--- config.mk ---
export PLATFORM = sky130hd
export DESIGN_NAME = cmdq_thread_ctrl
export DESIGN_NICKNAME = d
export VERILOG_FILES = /design/src/rtl/cmdq_pkg.sv /design/src/rtl/cmdq_regs.sv /design/src/rtl/cmdq_irq.sv /design/src/rtl/cmdq_seq.sv /design/src/rtl/cmdq_thread_ctrl.sv
export SDC_FILE = /design/constraint.sdc
export NUM_CORES = 1
export LEC_CHECK = 0
export CAP_MARGIN = 10
export CORE_MARGIN = 2
export CORE_UTILIZATION = 50
export CTS_CLUSTER_DIAMETER = 40
export DETAILED_ROUTE_END_ITERATION = 8
export PLACE_DENSITY = 0.83
export SYNTH_ARGS = -nofsm -noshare
export SYNTH_HDL_FRONTEND = slang
export SYNTH_SLANG_ARGS = --single-unit
--- constraint.sdc ---
create_clock -name clk_i -period 3.85 [get_ports clk_i]
set_clock_uncertainty 0.05 [all_clocks]
set_input_delay 0.5775 -clock clk_i [delete_from_list [all_inputs] [get_ports clk_i]]
set_output_delay 0.5775 -clock clk_i [all_outputs]
set_load 0.02 [all_outputs]
--- src/rtl/cmdq_pkg.sv ---
package cmdq_pkg;
  localparam int REG_DW     = 32;
  localparam int PC_W       = 32;
  localparam int INSN_W     = 64;
  localparam int INSN_BYTES = 8;
  localparam int IRQ_W      = 5;

  localparam logic [7:0] OFS_RST  = 8'h00;
  localparam logic [7:0] OFS_EN   = 8'h04;
  localparam logic [7:0] OFS_SUSP = 8'h08;
  localparam logic [7:0] OFS_STAT = 8'h0C;
  localparam logic [7:0] OFS_ISTS = 8'h10;
  localparam logic [7:0] OFS_IEN  = 8'h14;
  localparam logic [7:0] OFS_PC   = 8'h20;
  localparam logic [7:0] OFS_END  = 8'h24;
  localparam logic [7:0] OFS_WAIT = 8'h30;
  localparam logic [7:0] OFS_PRIO = 8'h40;

  localparam logic [31:0] JUMP_HI = 32'h1000_0001;

  localparam int IRQ_DONE = 0;
  localparam int IRQ_ILL  = 1;
  localparam int IRQ_BUS  = 4;

  typedef enum logic [1:0] {OP_STEP, OP_JUMP, OP_ILLEGAL} op_e;

  function automatic op_e insn_decode(input logic [INSN_W-1:0] insn);
    if (insn[INSN_W-1:PC_W] == JUMP_HI) return OP_JUMP;
    else if (insn[INSN_W-1])            return OP_ILLEGAL;
    else                                return OP_STEP;
  endfunction
endpackage

--- src/rtl/cmdq_regs.sv ---
module cmdq_regs
  import cmdq_pkg::*;
#(
  parameter int REG_AW     = 8,
  parameter int PRIO_W     = 3,
  parameter int RST_CYCLES = 4
) (
  input  logic              clk_i,
  input  logic              rst_ni,
  input  logic              req_i,
  input  logic              we_i,
  input  logic [REG_AW-1:0] addr_i,
  input  logic [REG_DW-1:0] wdata_i,
  output logic [REG_DW-1:0] rdata_o,
  input  logic [PC_W-1:0]   pc_i,
  input  logic              pend_i,
  input  logic              done_i,
  input  logic              evt_wait_i,
  input  logic [IRQ_W-1:0]  irq_sts_i,
  input  logic [IRQ_W-1:0]  irq_en_i,
  output logic              en_o,
  output logic              susp_o,
  output logic [PC_W-1:0]   end_o,
  output logic              pc_wr_o,
  output logic              ists_wr_o,
  output logic              ien_wr_o,
  output logic              rst_start_o,
  output logic              rst_busy_o
);
  localparam int CNT_W = $clog2(RST_CYCLES + 1);

  logic              wr;
  logic              en_q, susp_q, busy_q;
  logic [PC_W-1:0]   end_q;
  logic [PRIO_W-1:0] prio_q;
  logic [CNT_W-1:0]  cnt_q;

  assign wr          = req_i & we_i;
  assign rst_start_o = wr && (addr_i == REG_AW'(OFS_RST)) && wdata_i[0];
  assign pc_wr_o     = wr && (addr_i == REG_AW'(OFS_PC));
  assign ists_wr_o   = wr && (addr_i == REG_AW'(OFS_ISTS));
  assign ien_wr_o    = wr && (addr_i == REG_AW'(OFS_IEN));

  // warm-reset timer: minimum length, then wait for the fetch port to drain
  always_ff @(posedge clk_i or negedge rst_ni) begin
    if (!rst_ni) begin
      busy_q <= 1'b0;
      cnt_q  <= '0;
    end else if (rst_start_o) begin
      busy_q <= 1'b1;
      cnt_q  <= CNT_W'(RST_CYCLES);
    end else if (busy_q) begin
      if (cnt_q != '0) cnt_q <= cnt_q - 1'b1;
      else if (!pend_i) busy_q <= 1'b0;
    end
  end

  always_ff @(posedge clk_i or negedge rst_ni) begin
    if (!rst_ni) begin
      en_q   <= 1'b0;
      susp_q <= 1'b0;
      end_q  <= '0;
      prio_q <= '0;
    end else begin
      if (rst_start_o) en_q <= 1'b0;
      else if (wr && addr_i == REG_AW'(OFS_EN)) en_q <= wdata_i[0];
      else if (done_i) en_q <= 1'b0;

      if (rst_start_o) susp_q <= 1'b0;
      else if (wr && addr_i == REG_AW'(OFS_SUSP)) susp_q <= wdata_i[0];

      if (wr && addr_i == REG_AW'(OFS_END))  end_q  <= wdata_i;
      if (wr && addr_i == REG_AW'(OFS_PRIO)) prio_q <= wdata_i[PRIO_W-1:0];
    end
  end

  always_comb begin
    rdata_o = '0;
    case (addr_i)
      REG_AW'(OFS_RST):  rdata_o = REG_DW'(busy_q);
      REG_AW'(OFS_EN):   rdata_o = REG_DW'(en_q);
      REG_AW'(OFS_SUSP): rdata_o = REG_DW'(susp_q);
      REG_AW'(OFS_STAT): rdata_o = REG_DW'({susp_q & ~pend_i, 1'b0});
      REG_AW'(OFS_ISTS): rdata_o = REG_DW'(irq_sts_i);
      REG_AW'(OFS_IEN):  rdata_o = REG_DW'(irq_en_i);
      REG_AW'(OFS_PC):   rdata_o = pc_i;
      REG_AW'(OFS_END):  rdata_o = end_q;
      REG_AW'(OFS_WAIT): rdata_o = {evt_wait_i, {(REG_DW-1){1'b0}}};
      REG_AW'(OFS_PRIO): rdata_o = REG_DW'(prio_q);
      default:           rdata_o = '0;
    endcase
  end

  assign en_o       = en_q;
  assign susp_o     = susp_q;
  assign end_o      = end_q;
  assign rst_busy_o = busy_q;
endmodule

--- src/rtl/cmdq_irq.sv ---
module cmdq_irq
  import cmdq_pkg::*;
(
  input  logic             clk_i,
  input  logic             rst_ni,
  input  logic             rst_start_i,
  input  logic             sts_wr_i,
  input  logic             en_wr_i,
  input  logic [IRQ_W-1:0] wdata_i,
  input  logic [IRQ_W-1:0] set_i,
  output logic [IRQ_W-1:0] sts_o,
  output logic [IRQ_W-1:0] en_o,
  output logic             irq_o
);
  logic [IRQ_W-1:0] sts_q, en_q;

  for (genvar i = 0; i < IRQ_W; i++) begin : g_bit
    always_ff @(posedge clk_i or negedge rst_ni) begin
      if (!rst_ni) begin
        sts_q[i] <= 1'b0;
        en_q[i]  <= 1'b0;
      end else begin
        if (rst_start_i) sts_q[i] <= 1'b0;
        else sts_q[i] <= (sts_q[i] & (~sts_wr_i | wdata_i[i])) | set_i[i];
        if (en_wr_i) en_q[i] <= wdata_i[i];
      end
    end
  end

  assign sts_o = sts_q;
  assign en_o  = en_q;
  assign irq_o = |(sts_q & en_q);
endmodule

--- src/rtl/cmdq_seq.sv ---
module cmdq_seq
  import cmdq_pkg::*;
(
  input  logic              clk_i,
  input  logic              rst_ni,
  input  logic              en_i,
  input  logic              susp_i,
  input  logic              pc_wr_i,
  input  logic [PC_W-1:0]   pc_wdata_i,
  input  logic              rst_start_i,
  input  logic              rst_busy_i,
  input  logic [PC_W-1:0]   end_i,
  output logic              mem_req_o,
  output logic [PC_W-1:0]   mem_addr_o,
  input  logic              mem_rvalid_i,
  input  logic              mem_rerr_i,
  input  logic [INSN_W-1:0] mem_rdata_i,
  output logic [PC_W-1:0]   pc_o,
  output logic              pend_o,
  output logic              done_o,
  output logic [IRQ_W-1:0]  irq_set_o
);
  logic [PC_W-1:0]   pc_q, fetch_addr_q, buf_addr_q, next_pc;
  logic [INSN_W-1:0] buf_data_q;
  logic              buf_v_q, pend_q, drop_q, halted_q;
  logic              flush, at_end, buf_hit, run_ok, issue, exec, rsp_keep;
  op_e               op;

  assign flush    = pc_wr_i | rst_start_i;
  assign at_end   = (pc_q == end_i);
  assign buf_hit  = buf_v_q && (buf_addr_q == pc_q);
  assign run_ok   = en_i & ~halted_q & ~rst_busy_i & ~flush & ~at_end;
  // prefetch continues while suspended; execution does not
  assign issue    = run_ok & ~pend_q & ~buf_hit;
  assign exec     = run_ok & ~susp_i & buf_hit;
  assign rsp_keep = mem_rvalid_i & ~drop_q & ~flush;

  always_comb begin
    op = insn_decode(buf_data_q);
    case (op)
      OP_JUMP: next_pc = buf_data_q[PC_W-1:0];
      OP_STEP: next_pc = pc_q + PC_W'(INSN_BYTES);
      default: next_pc = pc_q;
    endcase
  end

  assign done_o = exec && (op != OP_ILLEGAL) && (next_pc == end_i);

  always_comb begin
    irq_set_o           = '0;
    irq_set_o[IRQ_DONE] = done_o;
    irq_set_o[IRQ_ILL]  = exec && (op == OP_ILLEGAL);
    irq_set_o[IRQ_BUS]  = rsp_keep & mem_rerr_i;
  end

  always_ff @(posedge clk_i or negedge rst_ni) begin
    if (!rst_ni) begin
      pc_q         <= '0;
      fetch_addr_q <= '0;
      pend_q       <= 1'b0;
      drop_q       <= 1'b0;
      halted_q     <= 1'b0;
      buf_v_q      <= 1'b0;
      buf_addr_q   <= '0;
      buf_data_q   <= '0;
    end else begin
      if (pc_wr_i)   pc_q <= pc_wdata_i;
      else if (exec) pc_q <= next_pc;

      if (issue) begin
        pend_q       <= 1'b1;
        drop_q       <= 1'b0;
        fetch_addr_q <= pc_q;
      end else if (mem_rvalid_i) begin
        pend_q <= 1'b0;
        drop_q <= 1'b0;
      end else if (pend_q && flush) begin
        drop_q <= 1'b1;
      end

      if (flush) buf_v_q <= 1'b0;
      else if (rsp_keep && !mem_rerr_i) begin
        buf_v_q    <= 1'b1;
        buf_addr_q <= fetch_addr_q;
        buf_data_q <= mem_rdata_i;
      end else if (exec) buf_v_q <= 1'b0;

      if (flush) halted_q <= 1'b0;
      else if ((exec && op == OP_ILLEGAL) || (rsp_keep && mem_rerr_i)) halted_q <= 1'b1;
    end
  end

  assign mem_req_o  = issue;
  assign mem_addr_o = pc_q;
  assign pc_o       = pc_q;
  assign pend_o     = pend_q;
endmodule

--- src/rtl/cmdq_thread_ctrl.sv ---
module cmdq_thread_ctrl
  import cmdq_pkg::*;
#(
  parameter int REG_AW     = 8,
  parameter int PRIO_W     = 3,
  parameter int RST_CYCLES = 4
) (
  input  logic              clk_i,
  input  logic              rst_ni,
  input  logic              reg_req_i,
  input  logic              reg_we_i,
  input  logic [REG_AW-1:0] reg_addr_i,
  input  logic [REG_DW-1:0] reg_wdata_i,
  output logic [REG_DW-1:0] reg_rdata_o,
  output logic              mem_req_o,
  output logic [PC_W-1:0]   mem_addr_o,
  input  logic              mem_rvalid_i,
  input  logic              mem_rerr_i,
  input  logic [INSN_W-1:0] mem_rdata_i,
  input  logic              evt_wait_i,
  output logic              irq_o
);
  logic             en, susp, pc_wr, ists_wr, ien_wr, rst_start, rst_busy, pend, done;
  logic [PC_W-1:0]  pc, end_addr;
  logic [IRQ_W-1:0] irq_sts, irq_en, irq_set;

  cmdq_regs #(
    .REG_AW    (REG_AW),
    .PRIO_W    (PRIO_W),
    .RST_CYCLES(RST_CYCLES)
  ) i_regs (
    .clk_i      (clk_i),
    .rst_ni     (rst_ni),
    .req_i      (reg_req_i),
    .we_i       (reg_we_i),
    .addr_i     (reg_addr_i),
    .wdata_i    (reg_wdata_i),
    .rdata_o    (reg_rdata_o),
    .pc_i       (pc),
    .pend_i     (pend),
    .done_i     (done),
    .evt_wait_i (evt_wait_i),
    .irq_sts_i  (irq_sts),
    .irq_en_i   (irq_en),
    .en_o       (en),
    .susp_o     (susp),
    .end_o      (end_addr),
    .pc_wr_o    (pc_wr),
    .ists_wr_o  (ists_wr),
    .ien_wr_o   (ien_wr),
    .rst_start_o(rst_start),
    .rst_busy_o (rst_busy)
  );

  cmdq_seq i_seq (
    .clk_i       (clk_i),
    .rst_ni      (rst_ni),
    .en_i        (en),
    .susp_i      (susp),
    .pc_wr_i     (pc_wr),
    .pc_wdata_i  (reg_wdata_i),
    .rst_start_i (rst_start),
    .rst_busy_i  (rst_busy),
    .end_i       (end_addr),
    .mem_req_o   (mem_req_o),
    .mem_addr_o  (mem_addr_o),
    .mem_rvalid_i(mem_rvalid_i),
    .mem_rerr_i  (mem_rerr_i),
    .mem_rdata_i (mem_rdata_i),
    .pc_o        (pc),
    .pend_o      (pend),
    .done_o      (done),
    .irq_set_o   (irq_set)
  );

  cmdq_irq i_irq (
    .clk_i      (clk_i),
    .rst_ni     (rst_ni),
    .rst_start_i(rst_start),
    .sts_wr_i   (ists_wr),
    .en_wr_i    (ien_wr),
    .wdata_i    (reg_wdata_i[IRQ_W-1:0]),
    .set_i      (irq_set),
    .sts_o      (irq_sts),
    .en_o       (irq_en),
    .irq_o      (irq_o)
  );
endmodule

### Word level (Yosys, flattened, before mapping)

Cells that the tools add are included.

* output and inout bits: 66
* flip-flop bits (word level): 215
* input port bits: 111
* word-level logic and storage cells: 145

* bitwise operators: 37
* reductions and logical operators: 33
* add/sub/neg operators: 2
* equal/unequal tests: 16
* muxes and demuxes: 33

Operators with widths (count)
* one-hot mux 32 bit (10 select lines): 1
* == test 32 bit: 3
* two-way mux 32 bit: 2
* one-hot mux 32 bit (2 select lines): 1
* adder 32 x 4 -> 32 bit (second input constant): 1
* == test 32 x 29 -> 1 bit (second input constant): 1
* == test 8 x 6 -> 1 bit (second input constant): 3
* two-way mux 1 bit: 24
* AND 1 bit: 18
* == test 8 x 4 -> 1 bit (second input constant): 2
* == test 8 x 5 -> 1 bit (second input constant): 2
* logical AND 1 bit: 16
* nonzero test 2 bit: 6
* nonzero test 3 bit: 4
* two-way mux 3 bit: 3
* inverter 1 bit: 9
* bitwise OR 1 bit: 9
* == test 8 x 3 -> 1 bit (second input constant): 1
* == test 8 x 7 -> 1 bit (second input constant): 1
* zero test 8 bit: 1
* AND 5 bit: 1
* OR reduction 5 bit: 1
* two-way mux 2 bit: 2
* AND reduction 2 bit: 2
* 7 further kinds: 7

### Logic depth before layout (Yosys ltp)

* word-level depth: 14
* gate-level depth with buffers: 13
* mapped depth without buffers: 10

### By module

Synthesis repeated with hierarchy kept, for this count alone.

* cells, all modules: 1119
* area total of the unflattened synthesis: 12191.7 um^2

Modules (own cells, without submodules)
* cmdq_seq: cells an instance 877, sequential area each 4103.9 um^2, area an instance 9323.9 um^2, times used 1
* cmdq_regs: cells an instance 209, sequential area each 1026.0 um^2, area an instance 2464.9 um^2, times used 1
* cmdq_irq: cells an instance 33, sequential area each 250.2 um^2, area an instance 402.9 um^2, times used 1

### Worst setup path after synthesis

No wires, ideal clock.

* path type: register to register
* from: reg i_seq.pc_q[11] (netlist: i_seq.mem_addr_o[11])
* to: reg i_regs.en_q (netlist: i_regs.en_o)
* buffers on the path: 1
* arrival time: 3105 ps
* stages on the path, launching flop included: 11
* path slack: 576 ps
* setup time: 119 ps
* cell sequence: dfrtp_1 -> buf_4 -> nand4_4 -> or4_4 -> or4_1 -> a31oi_1 -> xor2_1 -> nand4b_1 -> nor4_2 -> or3b_1 -> o21a_1

* cells in the longest elaborated chain, start to end: 8
* elaborated cells on any way between the ends: 13
* those cells by class: 1 x add/sub; 3 x eq/ne; 1 x mux; 4 x bitwise; 4 x reduce/logical

Ends and longest elaborated chain
* start, declared: line cmdq_seq.sv:23 `logic [PC_W-1:0] pc_q, fetch_addr_q, buf_addr_q, next_pc;`
* start signal, assigned: line cmdq_seq.sv:67 `if (pc_wr_i) pc_q <= pc_wdata_i;`
* start signal, assigned: line cmdq_seq.sv:68 `else if (exec) pc_q <= next_pc;`
* branches (longest 6 deep; another with adder 32 x 4 -> 32 bit)
* logical AND 1 bit *: line cmdq_seq.sv:47 `assign done_o = exec && (op != OP_ILLEGAL) && (next_pc == end_i);`
* nonzero test 3 bit (no line) *
* end signal, assigned: line cmdq_regs.sv:66 `else if (wr && addr_i == REG_AW'(OFS_EN)) en_q <= wdata_i[0];`
* end, declared: line cmdq_regs.sv:33 `logic en_q, susp_q, busy_q;`

Every way passes the cells marked *.
A chain may end at the register's enable or synchronous reset.

### Worst setup path after layout

* from: reg i_seq.pc_q[8] (netlist: i_seq.mem_addr_o[8])
* to: out mem_req_o

* cells in the longest elaborated chain, start to end: 5
* elaborated cells on any way between the ends: 8
* those cells by class: 2 x eq/ne; 5 x bitwise; 1 x reduce/logical

Ends and longest elaborated chain
* == test 32 bit: line cmdq_seq.sv:30 `assign at_end = (pc_q == end_i);`
* inverter 1 bit: line cmdq_seq.sv:32 `assign run_ok = en_i & ~halted_q & ~rst_busy_i & ~flush & ~at_end;`
* AND 1 bit: line cmdq_seq.sv:32
* AND 1 bit: line cmdq_seq.sv:34 `assign issue = run_ok & ~pend_q & ~buf_hit;`
* AND 1 bit *: line cmdq_seq.sv:34
* end, declared: line cmdq_thread_ctrl.sv:15 `output logic mem_req_o,`

Every way passes the cells marked *; elsewhere a longest branch is shown, timed or not.

==> impl_metrics.csv <==
group,metric,value,unit
synthesis,ys.flop_type,"dfrtp_1",
outcome,status,"completed",
die,die_h,159,µm
layout,multiInputGateArea,6090,µm²
die,dieArea,25100,µm²
power,power_frac_seq,0.413,
layout,final-seq-area,5380,µm²
synthesis,synth.top_cell.area_share,0.451,
layout,finalNetCount,1496,
global_route,grt_antenna_before_repair,0,
sta,rsz0062_at_grt,"false",
worst_setup_path,cp_data_arrival_time,3.15,ns
global_route,use_met3,0.0629,
synthesis,yosysUniqueCellTypes,76,
drt,drc_errors,0,
sta,period_share,0.981,
worst_setup_path,start_kind,"flop",
synthesis,synth_warnings,0,
global_route,use_met1,0.461,
layout,antennaDiodeCount,0,
synthesis,synth_area,11900,µm²
global_route,use_met2,0.532,
cts,cts_tree,"built",
flow_run,maxCapViolCount,0,
power,power.leakage,6.75,nW
global_route,grt_start_max_net_pins,102,
hold_path,hold_path.class,"in -> async",
sta,finalHoldViolations,0,
drt,vias,10700,
worst_setup_path,crit_path_max_fanout,7,
place,dp_hpwl,30.8,mm
power,power_density,400,nW/µm²
drt,wl_per_cell,24.2,µm
cts,clock_path_buffers,3,
power,power.internal,4.55,mW
power,switching_share,0.265,
place,place.gp.congestion,0.979,
power,p_comb_frac,0.116,
cts,post-cts-setup-buffers,0,
cts,ctsResizeCount,1,
drt,ant_nets,0,
global_route,grt_busiest_layer,"met2",
cts,clock_sinks,215,
sta,fmax,265,MHz
global_route,track_usage,0.338,
cts,cts_root_buf,"clkbuf_16",
layout,finalNonFillerCells,1725,
global_route,grt_pass1_wl,63.3,mm
layout,fillers,1824,
sta,min_period,3.78,ns
global_route,grt_overflow,0,
die,die_x,159,µm
power,clkPwrFrac,0.471,
synthesis,syn_nets,1305,
cts,h-tree-depth,1,
die,rows,56,
sta,drv_slew,0,
worst_setup_path,r2r_cells,11,
cts,numCtsBuffers,31,
drt,drtPass1Iterations,6,
sta,slew_headroom,0.455,
power,ir_drop,0.373,mV
synthesis,synthArstFlopShare,1.00,
worst_setup_path,path_class,"reg -> out",
synthesis,syn_inst,1191,
place,numPortBuffers,176,
place,place_area,14300,µm²
layout,area_growth,29.5,%
layout,drive_gt1_frac,0.210,
drt,avgViaCountPerCell,6.22,
sta,tightest_slew,0.818,ns
worst_setup_path,required,3.22,ns
sta,fin_tns_setup,0,ns
die,io_pins,177,
synthesis,ys_ff_latch,215,
cts,clk_pin_slew_worst_paths,0.06,ns
synthesis,synth_enable_flop_cells,0,
cts,ctsHoldBuffers,0,
cts,clock_latency,0.57,ns
synthesis,syn_area_per_cell,10.0,µm²
power,p_switching,1.64,mW
synthesis,yosys.area.top_type,"dfrtp_1",
sta,setup_viol_count_final,0,
global_route,grt_pass1_vias,10900,
drt,drt-initial-drc-count,1209,
worst_setup_path,end_kind,"primary output",
layout,final_area,15500,µm²
synthesis,ys_seq_area_frac,0.451,
drt,wirelength,41.7,mm
place,placed_cells,1668,
synthesis,synth.area.top_cells,"dfrtp_1, mux2_2, nand2_1",
die,core_area,23500,µm²
die,initial_core_util,0.509,
-- cells by family (layout without fill, tap and decap cells) --
group,count (synthesis),after routing,synth area share
AO/OA/AOI/OAI,238,238,0.135
flip-flops,215,215,0.451
AND/OR/NAND/NOR,375,375,0.164
multiplexers,151,151,0.141
buffers and inverters,125,340,0.0445
XOR/XNOR,84,84,0.0616
adder cells (fa/ha/maj),3,3,0.00314
-- area by class of cell --
class,instances,share of cell area
inverter,33,0.00801
clock inverter,22,0.0178
clock buffer,35,0.0518
timing repair buffer,250,0.155
tap,319,0.0258
sequential,215,0.348
multi-input combinational,851,0.394
-- power by group through the flow --
stage | Combinational [mW] | Sequential, mW | Clock (mW)
final | 0.716 | 2.55 | 2.91
after global placement | 0.684 | 2.57 | 0
after floorplan | 0.369 | 2.52 | 0
after CTS | 0.710 | 2.55 | 2.93
after global routing | 0.770 | 2.57 | 3.04
after detailed placement | 0.703 | 2.58 | 0
-- layout by cell type (no fill, tap or decap), drive strengths merged, types with 10 or more instances in the layout --
| cell type | n |
|---|---|
| mux2i | 15 |
| nand2b | 12 |
| dfrtp | 215 |
| and3 | 10 |
| o22ai | 15 |
| nor4 | 35 |
| xnor2 | 50 |
| nand4 | 28 |
| a22oi | 10 |
| xor2 | 34 |
| inv | 37 |
| mux2 | 136 |
| a21oi | 32 |
| nor2 | 42 |
| clkbuf | 36 |
| buf | 74 |
| nand2 | 154 |
| nand3 | 19 |
| nor3 | 28 |
| a22o | 27 |
| clkdlybuf4s50 | 175 |
| o21ai | 71 |
-- critical path: stages, from the launching register on --
cell and delay [ns]:
dfrtp_1 0.39, buf_4 0.20, xnor2_2 0.31, nand4_1 0.17, or4_1 0.52, o21ai_2 0.20, nand3b_1 0.19, inv_2 0.06
clkdlybuf4s50_1 0.53
-- path summary, 6_finish.rpt --
kind	startpoint	end	slack, ns
max in group asynchronous	rst_ni	i_irq.sts_o[2]	2.75
min in group clk_i	i_seq.fetch_addr_q[1]	i_seq.fetch_addr_q[1]	0.42
setup reg to reg	i_seq.buf_data_q[63]	i_regs.en_o	0.20
hold reg to reg	i_seq.fetch_addr_q[1]	i_seq.fetch_addr_q[1]	0.42
setup / recovery	i_seq.mem_addr_o[8]	mem_req_o	0.07
hold / removal	rst_ni	i_seq.buf_data_q[32]	0.09
-- through the flow --
stage | util | hold WS (ns) | worst slack (ns) | total power, mW
5_1_grt | 0.659 | 0.151 | 0.0190 | 6.38
6_report | 0.659 | 0.0945 | 0.0735 | 6.18
2_1_floorplan | - | 0.232 | 0.576 | 2.89
3_3_place_gp | 0.611 | 0.402 | 0.138 | 3.26
3_5_place_dp | 0.611 | 0.408 | 0.125 | 3.28
4_1_cts | 0.657 | 0.109 | 0.00744 | 6.19
-- synthesized netlist by cell type, types with 11 or more instances --
| cell type | number |
|---|---|
| o21ai_0 | 69 |
| nand4_1 | 27 |
| nor2_1 | 42 |
| inv_1 | 32 |
| a22o_1 | 27 |
| nor4_1 | 31 |
| buf_2 | 17 |
| o22ai_1 | 15 |
| nor3_1 | 27 |
| xnor2_1 | 50 |
| mux2_2 | 136 |
| nand2_1 | 154 |
| nand2b_1 | 12 |
| clkbuf_1 | 56 |
| nand3_1 | 17 |
| xor2_1 | 34 |
| dfrtp_1 | 215 |
| buf_4 | 11 |
| mux2i_1 | 15 |
| a21oi_1 | 32 |
-- registers in the layout, indices dropped and copies added (netlist names) --
| name | flops |
|---|---|
| i_regs.susp_o | 1 |
| i_regs.end_o | 32 |
| i_seq.mem_addr_o | 32 |
| i_regs.prio_q | 3 |
| i_regs.rst_busy_o | 1 |
| i_seq.buf_addr_q | 32 |
| i_seq.drop_q | 1 |
| i_seq.halted_q | 1 |
| i_irq.en_o | 5 |
| i_seq.fetch_addr_q | 32 |
| i_regs.cnt_q | 3 |
| i_seq.pend_o | 1 |
| i_irq.sts_o | 5 |
| i_regs.en_o | 1 |
| i_seq.buf_v_q | 1 |
| i_seq.buf_data_q | 64 |
-- metal layers --
metal	share of wire	vias up
li1	-	4696
met2	0.46	633
met4	0.046	0
met3	0.097	140
met5	0	-
met1	0.40	5255
No activity file was read; power rests on OpenSTA's default activity.
